$ cat config.mk
export PLATFORM = sky130hd
export DESIGN_NAME = lockTable
export DESIGN_NICKNAME = d
export VERILOG_FILES = /design/src/rtl/lockTablePkg.sv /design/src/rtl/lockTableDp.sv /design/src/rtl/lockTableCtl.sv /design/src/rtl/lockTable.sv
export SDC_FILE = /design/constraint.sdc
export NUM_CORES = 1
export LEC_CHECK = 0
export BUFFER_PORTS_ARGS = -buffer_cell sky130_fd_sc_hd__buf_2
export CORE_UTILIZATION = 50
export DETAILED_ROUTE_END_ITERATION = 12
export PLACE_DENSITY_LB_ADDON = 0.3
export SLEW_MARGIN = 20
export SYNTH_ARGS = -nofsm -noshare
export SYNTH_HDL_FRONTEND = slang
export SYNTH_SLANG_ARGS = --single-unit
$ cat constraint.sdc
create_clock -name clk -period 5.2 [get_ports clk]
set_clock_uncertainty 0.15 [all_clocks]
set_input_delay 1.04 -clock clk [delete_from_list [all_inputs] [get_ports clk]]
set_output_delay 1.04 -clock clk [all_outputs]
set_load 0.05 [all_outputs]
$ cat src/rtl/lockTablePkg.sv
package lockTablePkg;
  localparam int unsigned NUM_THR = 4;
  localparam int unsigned ADDR_W  = 4;
  localparam int unsigned STAGE_W = 4;
  localparam int unsigned TID_W   = $clog2(NUM_THR);
  localparam int unsigned DEPTH   = 1 << ADDR_W;

  typedef enum logic [1:0] {MODE_FREE = 2'b00, MODE_SHARED = 2'b01, MODE_EXCL = 2'b10} modeT;
  typedef enum logic [1:0] {OP_READ = 2'b00, OP_WRITE = 2'b01, OP_RELEASE = 2'b10} opT;
  typedef enum logic [1:0] {RSP_HIT = 2'b00, RSP_ACQ = 2'b01, RSP_UPG = 2'b10, RSP_BLK = 2'b11} rspT;

  typedef struct packed {
    logic               wrEn;
    logic [ADDR_W-1:0]  wrAddr;
    logic [NUM_THR-1:0] wrHold;
    modeT               wrMode;
    logic [STAGE_W-1:0] wrStage;
    logic               clrEn;
    logic [ADDR_W-1:0]  clrAddr;
    logic [NUM_THR-1:0] clrMask;
  } strobeT;
endpackage

$ cat src/rtl/lockTableDp.sv
module lockTableDp
  import lockTablePkg::*;
(
  input  logic               clk,
  input  logic               rstN,
  input  strobeT             stb,
  input  logic [ADDR_W-1:0]  rdAddr,
  output logic [NUM_THR-1:0] rdHold,
  output modeT               rdMode,
  output logic [STAGE_W-1:0] rdStage
);
  logic [NUM_THR-1:0] holdQ  [DEPTH];
  modeT               modeQ  [DEPTH];
  logic [STAGE_W-1:0] stageQ [DEPTH];

  always_ff @(posedge clk) begin
    if (!rstN) begin
      for (int i = 0; i < DEPTH; i++) begin
        holdQ[i]  <= '0;
        modeQ[i]  <= MODE_FREE;
        stageQ[i] <= '0;
      end
    end else begin
      if (stb.wrEn) begin
        holdQ[stb.wrAddr]  <= stb.wrHold;
        modeQ[stb.wrAddr]  <= stb.wrMode;
        stageQ[stb.wrAddr] <= stb.wrStage;
      end
      if (stb.clrEn) begin
        holdQ[stb.clrAddr] <= holdQ[stb.clrAddr] & ~stb.clrMask;
        if ((holdQ[stb.clrAddr] & ~stb.clrMask) == '0)
          modeQ[stb.clrAddr] <= MODE_FREE;
      end
    end
  end

  assign rdHold  = holdQ[rdAddr];
  assign rdMode  = modeQ[rdAddr];
  assign rdStage = stageQ[rdAddr];

  for (genvar g = 0; g < DEPTH; g++) begin : gChk
    AST_EXCL_ONE_OWNER: assert property (@(posedge clk) disable iff (!rstN)
      modeQ[g] == MODE_EXCL |-> $countones(holdQ[g]) == 1);
    AST_FREE_IFF_EMPTY: assert property (@(posedge clk) disable iff (!rstN)
      (modeQ[g] == MODE_FREE) == (holdQ[g] == '0));
    AST_SWEEP_CLEARS: assert property (@(posedge clk) disable iff (!rstN)
      stb.clrEn && stb.clrAddr == ADDR_W'(g) |=> (holdQ[g] & $past(stb.clrMask)) == '0);
  end
endmodule

$ cat src/rtl/lockTableCtl.sv
module lockTableCtl
  import lockTablePkg::*;
(
  input  logic               clk,
  input  logic               rstN,
  input  logic               reqValid,
  input  logic [TID_W-1:0]   reqThread,
  input  logic [ADDR_W-1:0]  reqAddr,
  input  logic [1:0]         reqOp,
  input  logic [STAGE_W-1:0] reqStage,
  input  logic               reqMutex,
  input  logic               lazyEn,
  input  logic [NUM_THR-1:0] endRegion,
  input  logic [NUM_THR-1:0] rdHold,
  input  modeT               rdMode,
  input  logic [STAGE_W-1:0] rdStage,
  output strobeT             stb,
  output logic               busy,
  output logic               rspValid,
  output logic [1:0]         rspCode,
  output logic [NUM_THR-1:0] rspBlockers
);
  logic [NUM_THR-1:0] pendQ, actQ;
  logic [ADDR_W-1:0]  idxQ;
  logic [TID_W-1:0]   rspThrQ;
  logic               sweepStart, sweepLast;

  logic [NUM_THR-1:0] tBit, others, nxHold, nxBlk;
  logic               mine, needExcl, canSteal, accept, doWr, doRsp;
  modeT               nxMode, needMode;
  logic [STAGE_W-1:0] nxStage;
  rspT                nxCode;

  assign busy       = (pendQ != '0) || (actQ != '0);
  assign sweepStart = (actQ == '0) && (pendQ != '0);
  assign sweepLast  = (actQ != '0) && (idxQ == ADDR_W'(DEPTH - 1));

  always_comb begin
    tBit     = NUM_THR'(1) << reqThread;
    mine     = (rdHold & tBit) != '0;
    others   = rdHold & ~tBit;
    needExcl = (reqOp == OP_WRITE) || reqMutex;
    needMode = needExcl ? MODE_EXCL : MODE_SHARED;
    canSteal = lazyEn && (reqStage > rdStage);
    accept   = reqValid && !busy;
    nxHold   = rdHold;
    nxMode   = rdMode;
    nxStage  = rdStage;
    nxCode   = RSP_HIT;
    nxBlk    = '0;
    doWr     = 1'b0;
    doRsp    = 1'b0;
    if (accept && reqOp == OP_RELEASE) begin
      doWr   = 1'b1;
      nxHold = rdHold & ~tBit;
      if (nxHold == '0) nxMode = MODE_FREE;
    end else if (accept && (reqOp == OP_READ || reqOp == OP_WRITE)) begin
      doRsp   = 1'b1;
      doWr    = 1'b1;
      nxStage = reqStage;
      if (rdMode == MODE_FREE) begin
        nxCode = RSP_ACQ;
        nxHold = tBit;
        nxMode = needMode;
      end else if (mine && (rdMode == MODE_EXCL || !needExcl)) begin
        nxCode = RSP_HIT;
      end else if (mine && others == '0) begin
        nxCode = RSP_UPG;
        nxMode = MODE_EXCL;
      end else if (!mine && rdMode == MODE_SHARED && !needExcl) begin
        nxCode = RSP_ACQ;
        nxHold = rdHold | tBit;
      end else if (canSteal) begin
        nxCode = RSP_ACQ;
        nxHold = tBit;
        nxMode = needMode;
      end else begin
        nxCode  = RSP_BLK;
        nxBlk   = others;
        doWr    = 1'b0;
        nxStage = rdStage;
      end
    end
    stb.wrEn    = doWr;
    stb.wrAddr  = reqAddr;
    stb.wrHold  = nxHold;
    stb.wrMode  = nxMode;
    stb.wrStage = nxStage;
    stb.clrEn   = actQ != '0;
    stb.clrAddr = idxQ;
    stb.clrMask = actQ;
  end

  always_ff @(posedge clk) begin
    if (!rstN) begin
      pendQ       <= '0;
      actQ        <= '0;
      idxQ        <= '0;
      rspValid    <= 1'b0;
      rspCode     <= RSP_HIT;
      rspBlockers <= '0;
      rspThrQ     <= '0;
    end else begin
      pendQ <= sweepStart ? endRegion : (pendQ | endRegion);
      if (sweepStart) begin
        actQ <= pendQ;
        idxQ <= '0;
      end else if (actQ != '0) begin
        idxQ <= idxQ + 1'b1;
        if (sweepLast) actQ <= '0;
      end
      rspValid    <= doRsp;
      rspCode     <= nxCode;
      rspBlockers <= nxBlk;
      rspThrQ     <= reqThread;
    end
  end

  AST_BLOCK_NAMES_OTHERS: assert property (@(posedge clk) disable iff (!rstN)
    rspValid && rspCode == RSP_BLK |-> rspBlockers != '0 && rspBlockers[rspThrQ] == 1'b0);
  AST_CLEAN_BLOCKERS: assert property (@(posedge clk) disable iff (!rstN)
    rspValid && rspCode != RSP_BLK |-> rspBlockers == '0);
  AST_BUSY_SILENT: assert property (@(posedge clk) disable iff (!rstN)
    busy && reqValid |=> !rspValid);
  AST_ONE_CYCLE_RSP: assert property (@(posedge clk) disable iff (!rstN)
    !busy && reqValid && (reqOp == OP_READ || reqOp == OP_WRITE) |=> rspValid);
endmodule

$ cat src/rtl/lockTable.sv
module lockTable
  import lockTablePkg::*;
(
  input  logic               clk,
  input  logic               rstN,
  input  logic               reqValid,
  input  logic [TID_W-1:0]   reqThread,
  input  logic [ADDR_W-1:0]  reqAddr,
  input  logic [1:0]         reqOp,
  input  logic [STAGE_W-1:0] reqStage,
  input  logic               reqMutex,
  input  logic               lazyEn,
  input  logic [NUM_THR-1:0] endRegion,
  output logic               busy,
  output logic               rspValid,
  output logic [1:0]         rspCode,
  output logic [NUM_THR-1:0] rspBlockers
);
  strobeT             stb;
  logic [NUM_THR-1:0] rdHold;
  modeT               rdMode;
  logic [STAGE_W-1:0] rdStage;

  lockTableCtl u_ctl (
    .clk(clk), .rstN(rstN), .reqValid(reqValid), .reqThread(reqThread),
    .reqAddr(reqAddr), .reqOp(reqOp), .reqStage(reqStage), .reqMutex(reqMutex),
    .lazyEn(lazyEn), .endRegion(endRegion), .rdHold(rdHold), .rdMode(rdMode),
    .rdStage(rdStage), .stb(stb), .busy(busy), .rspValid(rspValid),
    .rspCode(rspCode), .rspBlockers(rspBlockers)
  );

  lockTableDp u_dp (
    .clk(clk), .rstN(rstN), .stb(stb), .rdAddr(reqAddr),
    .rdHold(rdHold), .rdMode(rdMode), .rdStage(rdStage)
  );
endmodule

==> impl_metrics.env <==
export IMPL_status="finished, final reports clean"
export IMPL_placed_cell_area_mm2=0.0112
export IMPL_seq_area_frac_synth_pct=50.2
export IMPL_cts_resized_gates=0
export IMPL_layout_nets=917
export IMPL_die_height_um=147
export IMPL_grt_use_total_pct=26.8
export IMPL_cts_setup_buffers=0
export IMPL_core_area_mm2=0.0204
export IMPL_area_growth_pct=13.1
export IMPL_fmax_ghz=0.211
export IMPL_rsz0062_at_grt="no"
export IMPL_hold_path_class="register to register"
export IMPL_antenna_left=0
export IMPL_path_cells="buf_2, buf_12, mux4_2, mux4_2, inv_1, ha_1, nand3_1, o221ai_1, and3_1, nor2_1, a211oi_2, nor3_2, buf_12, o21ai_0, buf_4"
export IMPL_clkSinkCount=183
export IMPL_finalSetupViolations=0
export IMPL_max_stage_delay_ns=0.56
export IMPL_grt_overflow_total=0
export IMPL_critPathKind="input port to register"
export IMPL_hold_viol_final=0
export IMPL_diodes=0
export IMPL_cellPowerDensity_mw_per_mm2=324
export IMPL_grt_pass1_wl_mm=43.7
export IMPL_ys_warn_count=0
export IMPL_start_util_pct=51.5
export IMPL_grt_pass1_vias=7375
export IMPL_worstHoldEndpoint="u_ctl.pendQ[3]"
export IMPL_start_kind="input port"
export IMPL_rrSetupSlack_ns=0.78
export IMPL_maxSlewViolCount=0
export IMPL_dieArea_mm2=0.0216
export IMPL_postSynthCellCount=860
export IMPL_fp_dieW_um=147
export IMPL_yosysUniqueCellTypes=71
export IMPL_max_slew_margin_pct=33.5
export IMPL_worstPathMaxFanout=32
export IMPL_cts_max_path_buffers=2
export IMPL_final_common_cell="edfxtp_1"
export IMPL_final_layout_size_suffix_gt1_share_pct=30.0
export IMPL_worst_endpoint_required_ns=5.21
export IMPL_power_w=0.00384
export IMPL_synth_flop_cell="edfxtp_1"
export IMPL_fin_crit_sh_pct=90.9
export IMPL_reg2reg_depth=9
export IMPL_routed_wl_mm=27.8
export IMPL_avgRoutedWirePerCell_um=23.7
export IMPL_arrival_ns=4.74
export IMPL_port_buffers=28
export IMPL_leakage_nw=3.84
export IMPL_vias=7846
export IMPL_maxCapViolations=0
export IMPL_firstDrtPassIters=5
export IMPL_insertion_delay_ns=0.44
export IMPL_max_slew_worst_pin_slew_ns=0.995
export IMPL_cts_made_buffers=17
export IMPL_gp_congestion=0.935
export IMPL_route_detailed_drc=0
export IMPL_boundaryPins=29
export IMPL_cts_clk_slew_worst_paths_ns=0.08
export IMPL_netlist_area_mm2=0.0105
export IMPL_drtIter0Drc=800
export IMPL_hold_depth=2
export IMPL_hp_start="u_ctl.pendQ[3]"
export IMPL_r2r_end="u_dp.modeQ[3][1]"
export IMPL_holdBufCountCts=0
export IMPL_cts_max_level=4
export IMPL_mostFrequentLayoutCells="160 x edfxtp_1, 60 x buf_4, 59 x nand2_1"
export IMPL_period_minus_slack_ns=4.73
export IMPL_cp_slowest_cell="mux4_2"
export IMPL_hpwl_mm=19.8
export IMPL_irDropWorstVdd_v=0.000222
export IMPL_synth_nets=886
export IMPL_routed_via_density=6.68
export IMPL_cp_end_kind="register"
export IMPL_synth_edff_count=160
export IMPL_grt_max_degree=35
export IMPL_fillerInstances=1636
export IMPL_syn_area_per_cell_um2=12.2
export IMPL_fin_area_mm2=0.0119
export IMPL_grt_antenna_before_repair=0
export IMPL_cts_tree="done"
export IMPL_rows=52
export IMPL_ys_seq_elements=183
export IMPL_cts_root_buf="clkbuf_16"
export IMPL_async_flop_share_pct=0
-- worst max path at each step --
stage          startpoint                  to  slack (ns)
2_1_floorplan  reqAddr[0]  u_dp.stageQ[10][0]       -0.06
3_3_place_gp   reqAddr[0]    u_dp.holdQ[2][2]        0.04
3_5_place_dp   reqAddr[0]    u_dp.holdQ[6][2]        0.03
4_1_cts        reqAddr[0]    u_dp.holdQ[6][2]        0.49
5_1_grt        reqAddr[0]    u_dp.holdQ[6][1]        0.25
6_report       reqAddr[0]    u_dp.holdQ[6][2]        0.47
-- cells by family after synthesis --
kind of cell / Yosys count / synth area share (%)
xor gates and xnor gates: 3 / 0.251
AOI/OAI and AO/OA: 174 / 11.0
and+or+nand+nor: 299 / 17.3
DFF: 183 / 50.2
adders and majority gates: 5 / 0.597
muxes: 96 / 16.0
buffers and inverters: 100 / 4.61
-- state kept, by name (all words and copies together) (netlist names), named ones only --
register           cells
u_ctl.actQ             4
u_ctl.idxQ             4
u_ctl.pendQ            4
u_ctl.rspBlockers      4
u_ctl.rspCode          2
u_ctl.rspValid         1
u_dp.holdQ            64
u_dp.modeQ            32
u_dp.stageQ           64
-- per-stage QoR --
step	cells	util (%)	setup slack (ns)	hold WS, ns	TNS (ns)
6_report	1174	58.2	0.471	0.403	0
3_3_place_gp	1142	55.2	0.0389	0.375	0
3_5_place_dp	1142	55.2	0.0271	0.392	0
5_1_grt	1174	58.2	0.248	0.453	0
2_1_floorplan	860	-	-0.0606	0.345	-2.07
4_1_cts	1174	58.2	0.491	0.404	0
-- synth_stat cells, types with 16 or more instances --
master	n	share of area, %
edfxtp_1	160	46
nand2_1	59	2.1
mux4_2	55	12
nor3_1	52	2.5
a21oi_1	49	2.3
clkbuf_1	42	1.5
nor4_1	42	2.5
o21ai_0	32	1.5
nor2_1	31	1.1
o211ai_1	31	2.2
mux2i_1	27	2.6
buf_2	25	1.2
nor4_2	25	3.0
dfxtp_1	23	4.4
nand3_1	19	0.91
nor3_2	18	1.7
inv_1	16	0.57
-- power breakdown --
group / internal [W] / total [W] / switching (W)
registers: 0.00166 / 0.00171 / 0.0000520
logic: 0.000290 / 0.000789 / 0.000499
clock network: 0.000703 / 0.00135 / 0.000644
-- final cells by class --
| class | instances | area [um^2] | area share (%) |
|---|---|---|---|
| Clock buffer | 19 | 475 | 4.01 |
| Clock inverter | 13 | 146 | 1.23 |
| Inverter | 17 | 63.8 | 0.538 |
| Multi-Input combinational cell | 577 | 4840 | 40.8 |
| Sequential cell | 183 | 5270 | 44.4 |
| Tap cell | 270 | 338 | 2.85 |
| Timing Repair Buffer | 95 | 731 | 6.16 |
-- critical path: cells and delay by family --
kind | cells | cell delay (ns)
mux | 2 | 1.06
compound gates | 3 | 1.05
buf+inv | 5 | 0.79
simple gates | 4 | 0.62
fa+ha+maj | 1 | 0.14
-- routing by layer --
layer | up-vias | GRT usage [%] | part of all wire [%]
li1 | 3492 | - | -
met1 | 3864 | 38.8 | 44
met2 | 436 | 41.0 | 46
met3 | 54 | 5.12 | 8.4
met4 | 0 | 8.07 | 2.3
met5 | - | 0 | 0
Note: power is estimated with default switching activity, not from simulation.
